**config.mk**
```make
export PLATFORM = sky130hd
export DESIGN_NAME = lcd_timing_gen
export DESIGN_NICKNAME = d
export VERILOG_FILES = /design/src/rtl/lcd_tg_pkg.sv /design/src/rtl/lcd_tg_regs.sv /design/src/rtl/lcd_tg_axis.sv /design/src/rtl/lcd_timing_gen.sv
export SDC_FILE = /design/constraint.sdc
export NUM_CORES = 1
export LEC_CHECK = 0
export BUFFER_PORTS_ARGS = -buffer_cell sky130_fd_sc_hd__clkbuf_2
export CORE_UTILIZATION = 50
export CTS_CLUSTER_SIZE = 24
export DETAILED_ROUTE_END_ITERATION = 12
export GPL_ROUTABILITY_DRIVEN = 0
export PLACE_DENSITY = 0.67
export SETUP_SLACK_MARGIN = 0.2
export SLEW_MARGIN = 30
export SYNTH_ARGS = -nofsm -noshare
export SYNTH_HDL_FRONTEND = slang
export SYNTH_HIERARCHICAL = 1
export SYNTH_SLANG_ARGS = --single-unit
```
**constraint.sdc**
```tcl
create_clock -name clk_i -period 9.1 [get_ports clk_i]
set_clock_uncertainty 0.15 [all_clocks]
set_input_delay 0.91 -clock clk_i [delete_from_list [all_inputs] [get_ports clk_i]]
set_output_delay 0.91 -clock clk_i [all_outputs]
set_load 0.02 [all_outputs]
```
**src/rtl/lcd_tg_pkg.sv**
```systemverilog
package lcd_tg_pkg;
  typedef enum logic [1:0] {
    SEL_HORZ = 2'd0,
    SEL_VERT = 2'd1,
    SEL_CTRL = 2'd2
  } reg_sel_e;

  localparam int NUM_REGS      = 3;
  localparam int PORCH_MIN_FLD = 5;   // stored minus one: 6 clocks
  localparam int VSW_MAX_FLD   = 31;  // stored minus one: 32 lines

  function automatic logic [31:0] rst_word(input int idx);
    case (idx)
      0:       rst_word = 32'h0505_0500;
      1:       rst_word = 32'h0101_0001;
      default: rst_word = 32'h0000_000F;
    endcase
  endfunction
endpackage

```
**src/rtl/lcd_tg_regs.sv**
```systemverilog
module lcd_tg_regs
  import lcd_tg_pkg::*;
#(
  parameter int HCW = 12,
  parameter int VCW = 12
) (
  input  logic           clk_i,
  input  logic           rst_ni,
  input  logic           wr_en_i,
  input  logic [1:0]     wr_sel_i,
  input  logic [31:0]    wr_data_i,
  input  logic           load_i,
  output logic [HCW-1:0] h_sync_len_o,
  output logic [HCW-1:0] h_bp_len_o,
  output logic [HCW-1:0] h_act_len_o,
  output logic [HCW-1:0] h_fp_len_o,
  output logic [VCW-1:0] v_sync_len_o,
  output logic [VCW-1:0] v_bp_len_o,
  output logic [VCW-1:0] v_act_len_o,
  output logic [VCW-1:0] v_fp_len_o,
  output logic           inv_h_o,
  output logic           inv_v_o,
  output logic           cfg_err_o
);
  localparam logic [HCW-1:0] ONE_H = HCW'(1);
  localparam logic [VCW-1:0] ONE_V = VCW'(1);

  logic [31:0] sh_q [NUM_REGS];
  logic [31:0] wk_q [NUM_REGS];

  for (genvar i = 0; i < NUM_REGS; i++) begin : g_reg
    always_ff @(posedge clk_i or negedge rst_ni) begin
      if (!rst_ni) begin
        sh_q[i] <= rst_word(i);
        wk_q[i] <= rst_word(i);
      end else begin
        if (load_i) wk_q[i] <= sh_q[i];
        if (wr_en_i && (wr_sel_i == 2'(i))) sh_q[i] <= wr_data_i;
      end
    end
  end

  logic [VCW-1:0] v_act_base;

  always_comb begin
    h_act_len_o  = (HCW'(wk_q[SEL_HORZ][7:2]) + ONE_H) << 4;
    h_sync_len_o = HCW'(wk_q[SEL_HORZ][15:8]) + ONE_H;
    h_fp_len_o   = HCW'(wk_q[SEL_HORZ][23:16]) + ONE_H;
    h_bp_len_o   = HCW'(wk_q[SEL_HORZ][31:24]) + ONE_H;
    v_act_base   = VCW'(wk_q[SEL_VERT][9:0]) + ONE_V;
    v_act_len_o  = wk_q[SEL_CTRL][18] ? (v_act_base << 1) : v_act_base;
    v_sync_len_o = VCW'(wk_q[SEL_VERT][15:10]) + ONE_V;
    v_fp_len_o   = VCW'(wk_q[SEL_VERT][23:16]);
    v_bp_len_o   = VCW'(wk_q[SEL_VERT][31:24]);
    inv_h_o      = wk_q[SEL_CTRL][16];
    inv_v_o      = wk_q[SEL_CTRL][17];
  end

  // legality is judged on the shadow so software sees it right after the write
  logic range_err, cpl_err;
  always_comb begin
    range_err = (int'(sh_q[SEL_HORZ][15:8])  < PORCH_MIN_FLD) ||
                (int'(sh_q[SEL_HORZ][23:16]) < PORCH_MIN_FLD) ||
                (int'(sh_q[SEL_HORZ][31:24]) < PORCH_MIN_FLD) ||
                (int'(sh_q[SEL_VERT][15:10]) > VSW_MAX_FLD);
    cpl_err   = sh_q[SEL_CTRL][9:0] != {sh_q[SEL_HORZ][7:2], 4'hF};
    cfg_err_o = range_err || cpl_err;
  end

  logic unused_bits;
  assign unused_bits = ^{wk_q[SEL_HORZ][1:0], wk_q[SEL_CTRL][15:0], wk_q[SEL_CTRL][31:19],
                         sh_q[SEL_HORZ][1:0], sh_q[SEL_VERT][9:0], sh_q[SEL_VERT][31:16],
                         sh_q[SEL_CTRL][31:10]};
endmodule

```
**src/rtl/lcd_tg_axis.sv**
```systemverilog
module lcd_tg_axis #(
  parameter int W = 12
) (
  input  logic         clk_i,
  input  logic         rst_ni,
  input  logic         run_i,
  input  logic         step_i,
  input  logic [W-1:0] sync_len_i,
  input  logic [W-1:0] bp_len_i,
  input  logic [W-1:0] act_len_i,
  input  logic [W-1:0] fp_len_i,
  output logic [W-1:0] coord_o,
  output logic         sync_o,
  output logic         act_o,
  output logic         last_o
);
  localparam logic [W-1:0] ONE = W'(1);

  logic [W-1:0] cnt_q, act_start, act_end, total;

  always_comb begin
    act_start = sync_len_i + bp_len_i;
    act_end   = act_start + act_len_i;
    total     = act_end + fp_len_i;
    last_o    = cnt_q == (total - ONE);
    sync_o    = cnt_q < sync_len_i;
    act_o     = (cnt_q >= act_start) && (cnt_q < act_end);
    coord_o   = act_o ? (cnt_q - act_start) : '0;
  end

  always_ff @(posedge clk_i or negedge rst_ni) begin
    if (!rst_ni)      cnt_q <= '0;
    else if (!run_i)  cnt_q <= '0;
    else if (step_i)  cnt_q <= last_o ? '0 : cnt_q + ONE;
  end
endmodule

```
**src/rtl/lcd_timing_gen.sv**
```systemverilog
module lcd_timing_gen
  import lcd_tg_pkg::*;
#(
  parameter int HCW = 12,
  parameter int VCW = 12
) (
  input  logic           clk_i,
  input  logic           rst_ni,
  input  logic           wr_en_i,
  input  logic [1:0]     wr_sel_i,
  input  logic [31:0]    wr_data_i,
  input  logic           pix_ce_i,
  input  logic           enable_i,
  output logic           hsync_o,
  output logic           vsync_o,
  output logic           de_o,
  output logic [HCW-1:0] pix_x_o,
  output logic [VCW-1:0] line_y_o,
  output logic           cfg_err_o
);
  logic run_q;
  logic h_step, v_step, frame_wrap, load;
  logic [HCW-1:0] h_sync_len, h_bp_len, h_act_len, h_fp_len, h_coord;
  logic [VCW-1:0] v_sync_len, v_bp_len, v_act_len, v_fp_len, v_coord;
  logic inv_h_w, inv_v_w;
  logic h_sync, h_act, h_last, v_sync, v_act, v_last;

  always_ff @(posedge clk_i or negedge rst_ni) begin
    if (!rst_ni) run_q <= 1'b0;
    else         run_q <= enable_i;
  end

  assign h_step     = run_q && pix_ce_i;
  assign v_step     = h_step && h_last;
  assign frame_wrap = v_step && v_last;
  assign load       = !run_q || frame_wrap;

  lcd_tg_regs #(.HCW(HCW), .VCW(VCW)) u_regs (
    .clk_i, .rst_ni, .wr_en_i, .wr_sel_i, .wr_data_i,
    .load_i       (load),
    .h_sync_len_o (h_sync_len),
    .h_bp_len_o   (h_bp_len),
    .h_act_len_o  (h_act_len),
    .h_fp_len_o   (h_fp_len),
    .v_sync_len_o (v_sync_len),
    .v_bp_len_o   (v_bp_len),
    .v_act_len_o  (v_act_len),
    .v_fp_len_o   (v_fp_len),
    .inv_h_o      (inv_h_w),
    .inv_v_o      (inv_v_w),
    .cfg_err_o
  );

  lcd_tg_axis #(.W(HCW)) u_h (
    .clk_i, .rst_ni,
    .run_i      (run_q),
    .step_i     (h_step),
    .sync_len_i (h_sync_len),
    .bp_len_i   (h_bp_len),
    .act_len_i  (h_act_len),
    .fp_len_i   (h_fp_len),
    .coord_o    (h_coord),
    .sync_o     (h_sync),
    .act_o      (h_act),
    .last_o     (h_last)
  );

  lcd_tg_axis #(.W(VCW)) u_v (
    .clk_i, .rst_ni,
    .run_i      (run_q),
    .step_i     (v_step),
    .sync_len_i (v_sync_len),
    .bp_len_i   (v_bp_len),
    .act_len_i  (v_act_len),
    .fp_len_i   (v_fp_len),
    .coord_o    (v_coord),
    .sync_o     (v_sync),
    .act_o      (v_act),
    .last_o     (v_last)
  );

  always_comb begin
    hsync_o  = (run_q && h_sync) ^ inv_h_w;
    vsync_o  = (run_q && v_sync) ^ inv_v_w;
    de_o     = run_q && h_act && v_act;
    pix_x_o  = de_o ? h_coord : '0;
    line_y_o = de_o ? v_coord : '0;
  end
endmodule

```
Word level (Yosys, flattened, before mapping)

Index checks and enable logic that the tools add are counted.

Register bits: 191
Bits of input ports: 39

Add/sub/neg operators: 18
Magnitude comparators: 10
Eq/ne operators: 7
Muxes and demuxes: 11
Bitwise operators: 2
Reductions and logical operators: 19

Operator list:

| operator              | count |
|---|---|
| $mux 12               | 11 |
| $add 8x1->9 const B   | 3 |
| $add 12x1->12 const B | 2 |
| $eq 12x12->1          | 2 |
| $ge 12x12->1          | 2 |
| $lt 12x12->1          | 2 |
| $lt 8x3->1 const B    | 3 |
| $sub 12x1->12 const B | 2 |
| $sub 12x12->12        | 2 |
| $add 6x1->7 const B   | 2 |
| $add 12x11->12        | 1 |
| $add 12x12->12        | 1 |
| $add 12x8->12         | 1 |
| $add 12x9->12         | 1 |
| $logic_and 1x1->1     | 12 |
| $lt 12x7->1           | 1 |
| $lt 12x9->1           | 1 |
| $add 10x1->11 const B | 1 |
| $add 9x9->10          | 1 |
| $ne 10x10->1          | 1 |
| $add 7x8->9           | 1 |
| $gt 6x5->1 const B    | 1 |
| $logic_or 1x1->1      | 5 |
| $ne 2x1->1 const B    | 2 |
| 5 further kinds       | 6 |

Depth between registers and ports, before layout

Depth after elaboration: 9
Mapped depth: 38

Hierarchy

Netlist, hierarchy kept.

Modules (own cells, without submodules):

| module             | times used | cells each | area each (µm²) | sequential area each (µm²) |
|---|---|---|---|---|
| lcd_tg_regs        | 1          | 514        | 6562.5          | 3530.9 |
| lcd_tg_axis at u_h | 1          | 518        | 3863.7          | 300.3 |
| lcd_tg_axis at u_v | 1          | 484        | 3652.3          | 300.3 |
| lcd_timing_gen     | 1          | 36         | 275.3           | 25.0 |

Least setup slack after synthesis

Ideal clock, no wire load.

Path kind: reg2reg
Start: register u_regs/wk_q[72] (netlist bit)
End: register u_v.cnt_q[11]
Setup time: 0.077 ns
Data arrival time: 6.703 ns
Slack: 2.170 ns
Cell stages (with the launch flop): 35
Path through: dfstp_2 -> ha_1 -> xor2_1 -> ha_1 -> nor2b_1 -> o21ai_0 -> a21boi_0 -> o21ai_0 -> a21boi_0 -> o21ai_0 -> nand2_1 -> xor2_1 -> ha_1 -> nor3_1 -> a21oi_1 -> o211ai_1 -> a311oi_1 -> ha_1 -> inv_1 -> ha_1 -> xor2_1 -> a2111oi_0 -> nor3_1 -> or3_1 -> nor3_4 -> and3_2 -> clkbuf_1 -> and3_1 -> and3_1 -> nand3_1 -> nor2_1 -> nand3_1 -> xnor2_1 -> nand2_1 -> a21oi_1

Cells in the longest elaborated chain, start to end: 8

Ends and longest elaborated chain:

| item                             | line                 | text |
|---|---|---|
| start: declaration               | lcd_tg_regs.sv:29    | `logic [31:0] wk_q [NUM_REGS];` |
| start signal: indexed assignment | lcd_tg_regs.sv:35    | `wk_q[i] <= rst_word(i);` |
| start signal: indexed assignment | lcd_tg_regs.sv:37    | `if (load_i) wk_q[i] <= sh_q[i];` |
| $add 8x1->9                      | lcd_tg_regs.sv:47    | `h_sync_len_o = HCW'(wk_q[SEL_HORZ][15:8]) + ONE_H;` |
| via h_sync_len[2]                | lcd_timing_gen.sv:23 | `logic [HCW-1:0] h_sync_len, h_bp_len, h_act_len, h_fp_len, h_coord;` |
| $add 9x9->10                     | lcd_tg_axis.sv:22    | `act_start = sync_len_i + bp_len_i;` |
| $add 12x11->12                   | lcd_tg_axis.sv:23    | `act_end = act_start + act_len_i;` |
| $add 12x9->12                    | lcd_tg_axis.sv:24    | `total = act_end + fp_len_i;` |
| $sub 12x1->12                    | lcd_tg_axis.sv:25    | `last_o = cnt_q == (total - ONE);` |
| $eq 12x12->1                     | lcd_tg_axis.sv:25    |  |
| via h_last                       | lcd_timing_gen.sv:26 | `logic h_sync, h_act, h_last, v_sync, v_act, v_last;` |
| $logic_and 1x1->1                | lcd_timing_gen.sv:34 | `assign v_step = h_step && h_last;` |
| via v_step                       | lcd_timing_gen.sv:22 | `logic h_step, v_step, frame_wrap, load;` |
| $ne 2x1->1 (no line)             | -                    |  |
| end signal: assignment           | lcd_tg_axis.sv:34    | `else if (step_i) cnt_q <= last_o ? '0 : cnt_q + ONE;` |
| end: declaration                 | lcd_tg_axis.sv:19    | `logic [W-1:0] cnt_q, act_start, act_end, total;` |

The timed path passes the listed nets, and every way through them passes these cells.
A chain may end at the register's enable or synchronous reset.

Final worst setup path

Same ends and word-level chain as after synthesis.

==> results.cfg <==
[outcome]
status = finished clean

[synthesis]
ys_types = 80
ys_ff_latch = 165
synth_xor_area_share_pct = 8.38
synth_adder_area_share_pct = 14.9
avgSynthCellArea_sq_um = 9.25
synth_top_family_by_area = simple AND/OR/NAND/NOR gates
yosysSeqAreaShare_pct = 29.0
synth_warnings = 6
synth_edf_count = 0
yosys.area_share.simple_pct = 15.4
synth_mux_area_share_pct = 10.7
synth_compound_area_share_pct = 14.1
syn_inst = 1552
synth-main-ff-cell = dfrtp_1
netlist_area_sq_mm = 0.0144
async_flop_share_pct = 100

[die]
rows = 61
fp.dieH_um = 171
die_area_sq_mm = 0.0294
coreArea_sq_mm = 0.0280
ios = 67
start_util_pct = 51.2
fp.dieW_um = 171

[clock_network]
ctsHoldBuffers = 0
clkTransAtPathRegs_ns = 0.08
insertion_delay_ns = 0.43
cts_max_path_buffers = 2
cts_tree = built
cts-root-buf = clkbuf_16
cts.sinks = 165
cts_made_buffers = 17
cts_setup_buffers = 0
post_cts_resize_count = 0
cts-htree-levels = 4

[global_route]
grt_usage_pct = 23.7
grt_max_degree = 113
grt_pass1_wl_um = 54300
overflow = 0
grt_antenna_before_repair = 0
grt_pass1_vias = 10400

[final_layout]
syn2layout_area_growth_pct = 7.55
num_antenna_cells = 0
multi_input_area_sq_mm = 0.00922
fillCellCount = 2547
final_cells = 1978
final_layout_size_suffix_gt1_share_pct = 18.6
num-nets-final = 1792
seqCellArea_sq_mm = 0.00416

[setup_path]
slowest_stage = dfstp_2
r2r_setup_slack_ns = 1.24
cp_data_required_time_ns = 9.31
worst_path_most_repeated_cell = ha_1
path_max_fanout = 17
path_class = register to register
setup.worst_path.end_class = register
max_stage_delay_ns = 0.55
cp_data_arrival_time_ns = 8.07
crit_path_start_kind = register

[route]
ant_nets = 0
drc = 0
drt_iter0_drc = 616
viasPerCell = 5.65
routedWlPerCell_um = 16.7
routed_wl_um = 33100
dr.pass1.iters = 5
vias = 11200

[sta]
setup_viol = 0
max_slew_margin_pct = 37.7
timing.hold.ws_ns = 0.343
tns_ns = 0
finalMaxSlewViolations = 0
fin_crit_sh_pct = 86.4
fmax_mhz = 127
fin_crit_ns = 7.86
hold_viol = 0
worst_pin_slew_ns = 0.908
rsz0062_at_grt = false

[flow_run]
cap_violations = 0

[placed_design]
dp_hpwl_um = 26200
dp_cells = 1946
port_buffers = 66

[worst_hold_path]
hp-class = register to register
-- cell families (layout without fill, tap and decap cells) --
kind of cell,count (synthesis),after routing
AND/OR/NAND/NOR,407,407
AO/OA/AOI/OAI,309,309
buffers and inverters,233,255
adder cells (fa/ha/maj),166,166
flip-flops,165,165
multiplexers,137,137
XOR/XNOR,134,134
other,1,27
-- sequential cells by signal (all words and copies together), names as in the netlist --
register,flops
u_regs/v_fp_len_o,8
u_h/cnt_q,12
u_regs/inv_v_o,1
u_regs/v_bp_len_o,8
u_regs/inv_h_o,1
u_regs/wk_q,47
run_q,1
u_regs/sh_q,75
u_v/cnt_q,12
-- metal layers --
metal / global-route usage [%] / up-vias / part of all wire [%]
li1: - / 5520 / -
met5: 0 / - / 0
met4: 5.05 / 0 / 1.3
met1: 34.8 / 5337 / 50
met2: 37.4 / 282 / 44
met3: 2.30 / 30 / 4.6
-- synthesized netlist by cell type, types with 20 or more instances --
library cell / n / area share, %
nor3_1: 36 / 1.3
inv_1: 149 / 3.9
a21o_1: 26 / 1.4
nor2_1: 55 / 1.4
nand3_1: 39 / 1.4
dfrtp_1: 143 / 25
o21ai_0: 72 / 2.5
nand2_1: 101 / 2.6
buf_4: 45 / 2.4
a211oi_1: 26 / 1.4
buf_2: 20 / 0.70
dfstp_2: 22 / 4.0
a21oi_1: 77 / 2.7
mux2_2: 130 / 10
xnor2_1: 77 / 4.7
ha_1: 158 / 14
xor2_1: 54 / 3.3
nand2b_1: 24 / 1.0
-- path summary, 6_finish.rpt --
check	startpoint	to	cells past startpoint
max	u_regs/wk_q[72]	u_v/cnt_q[11]	33
min reg2reg	u_regs/sh_q[80]	u_regs/wk_q[80]	2
max in group asynchronous	rst_ni	u_h/cnt_q[11]	2
max reg2reg	u_regs/wk_q[72]	u_v/cnt_q[11]	33
min	u_regs/sh_q[80]	u_regs/wk_q[80]	2
min in group asynchronous	rst_ni	u_regs/sh_q[84]	1
-- critical path, delay by kind of cell, from the launching register on --
| family | cells | cell delay [ns] |
|---|---|---|
| and+or+nand+nor | 13 | 2.73 |
| AOI/OAI and AO/OA | 10 | 2.14 |
| adders and majority gates | 5 | 1.44 |
| xor gates and xnor gates | 4 | 0.75 |
| DFF | 1 | 0.55 |
| buffers and inverters | 1 | 0.06 |
-- layout make-up --
type,count,share of cell area [%]
multi-input cells,1180,59.7
flip-flops and latches,165,26.9
inverters,149,3.62
well taps,378,3.06
clock buffers,17,2.76
repair buffers,74,2.59
clock inverters,15,1.32
-- cell usage in the layout, fill, tap and decap left out, types with 5 or more instances in the layout --
cell type / instances
a211oi_1: 26
a21boi_0: 9
a21o_1: 26
a21oi_1: 77
a311oi_1: 8
a31oi_1: 7
and2_1: 19
and2_2: 15
and3_1: 19
buf_4: 8
clkbuf_16: 17
clkbuf_2: 65
clkinv_8: 5
conb_1: 27
dfrtp_1: 143
dfstp_2: 22
fa_1: 8
ha_1: 158
inv_1: 149
inv_8: 6
mux2_2: 130
nand2_1: 100
nand2b_1: 24
nand3_1: 39
nand4_1: 18
nor2_1: 55
nor2b_1: 16
nor3_1: 36
nor4_1: 15
nor4b_1: 7
o211ai_1: 14
o21a_1: 12
o21ai_0: 72
o21bai_1: 6
o22ai_1: 7
o31ai_1: 10
or2_2: 5
or3_1: 12
xnor2_1: 77
xor2_1: 54
-- through the flow --
stage | util, % | instance area [sq um] | setup slack [ns]
final | 55.1 | 15400 | 1.24
after global routing | 55.1 | 15400 | 0.599
after CTS | 55.1 | 15400 | 1.34
after detailed placement | 52.9 | 14800 | 1.36
after global placement | 52.9 | 14800 | 1.54
after floorplan | - | 14500 | 2.17
Power is not shown: default switching activity piles up to over one toggle a cycle in this logic, so the estimate is an artifact.
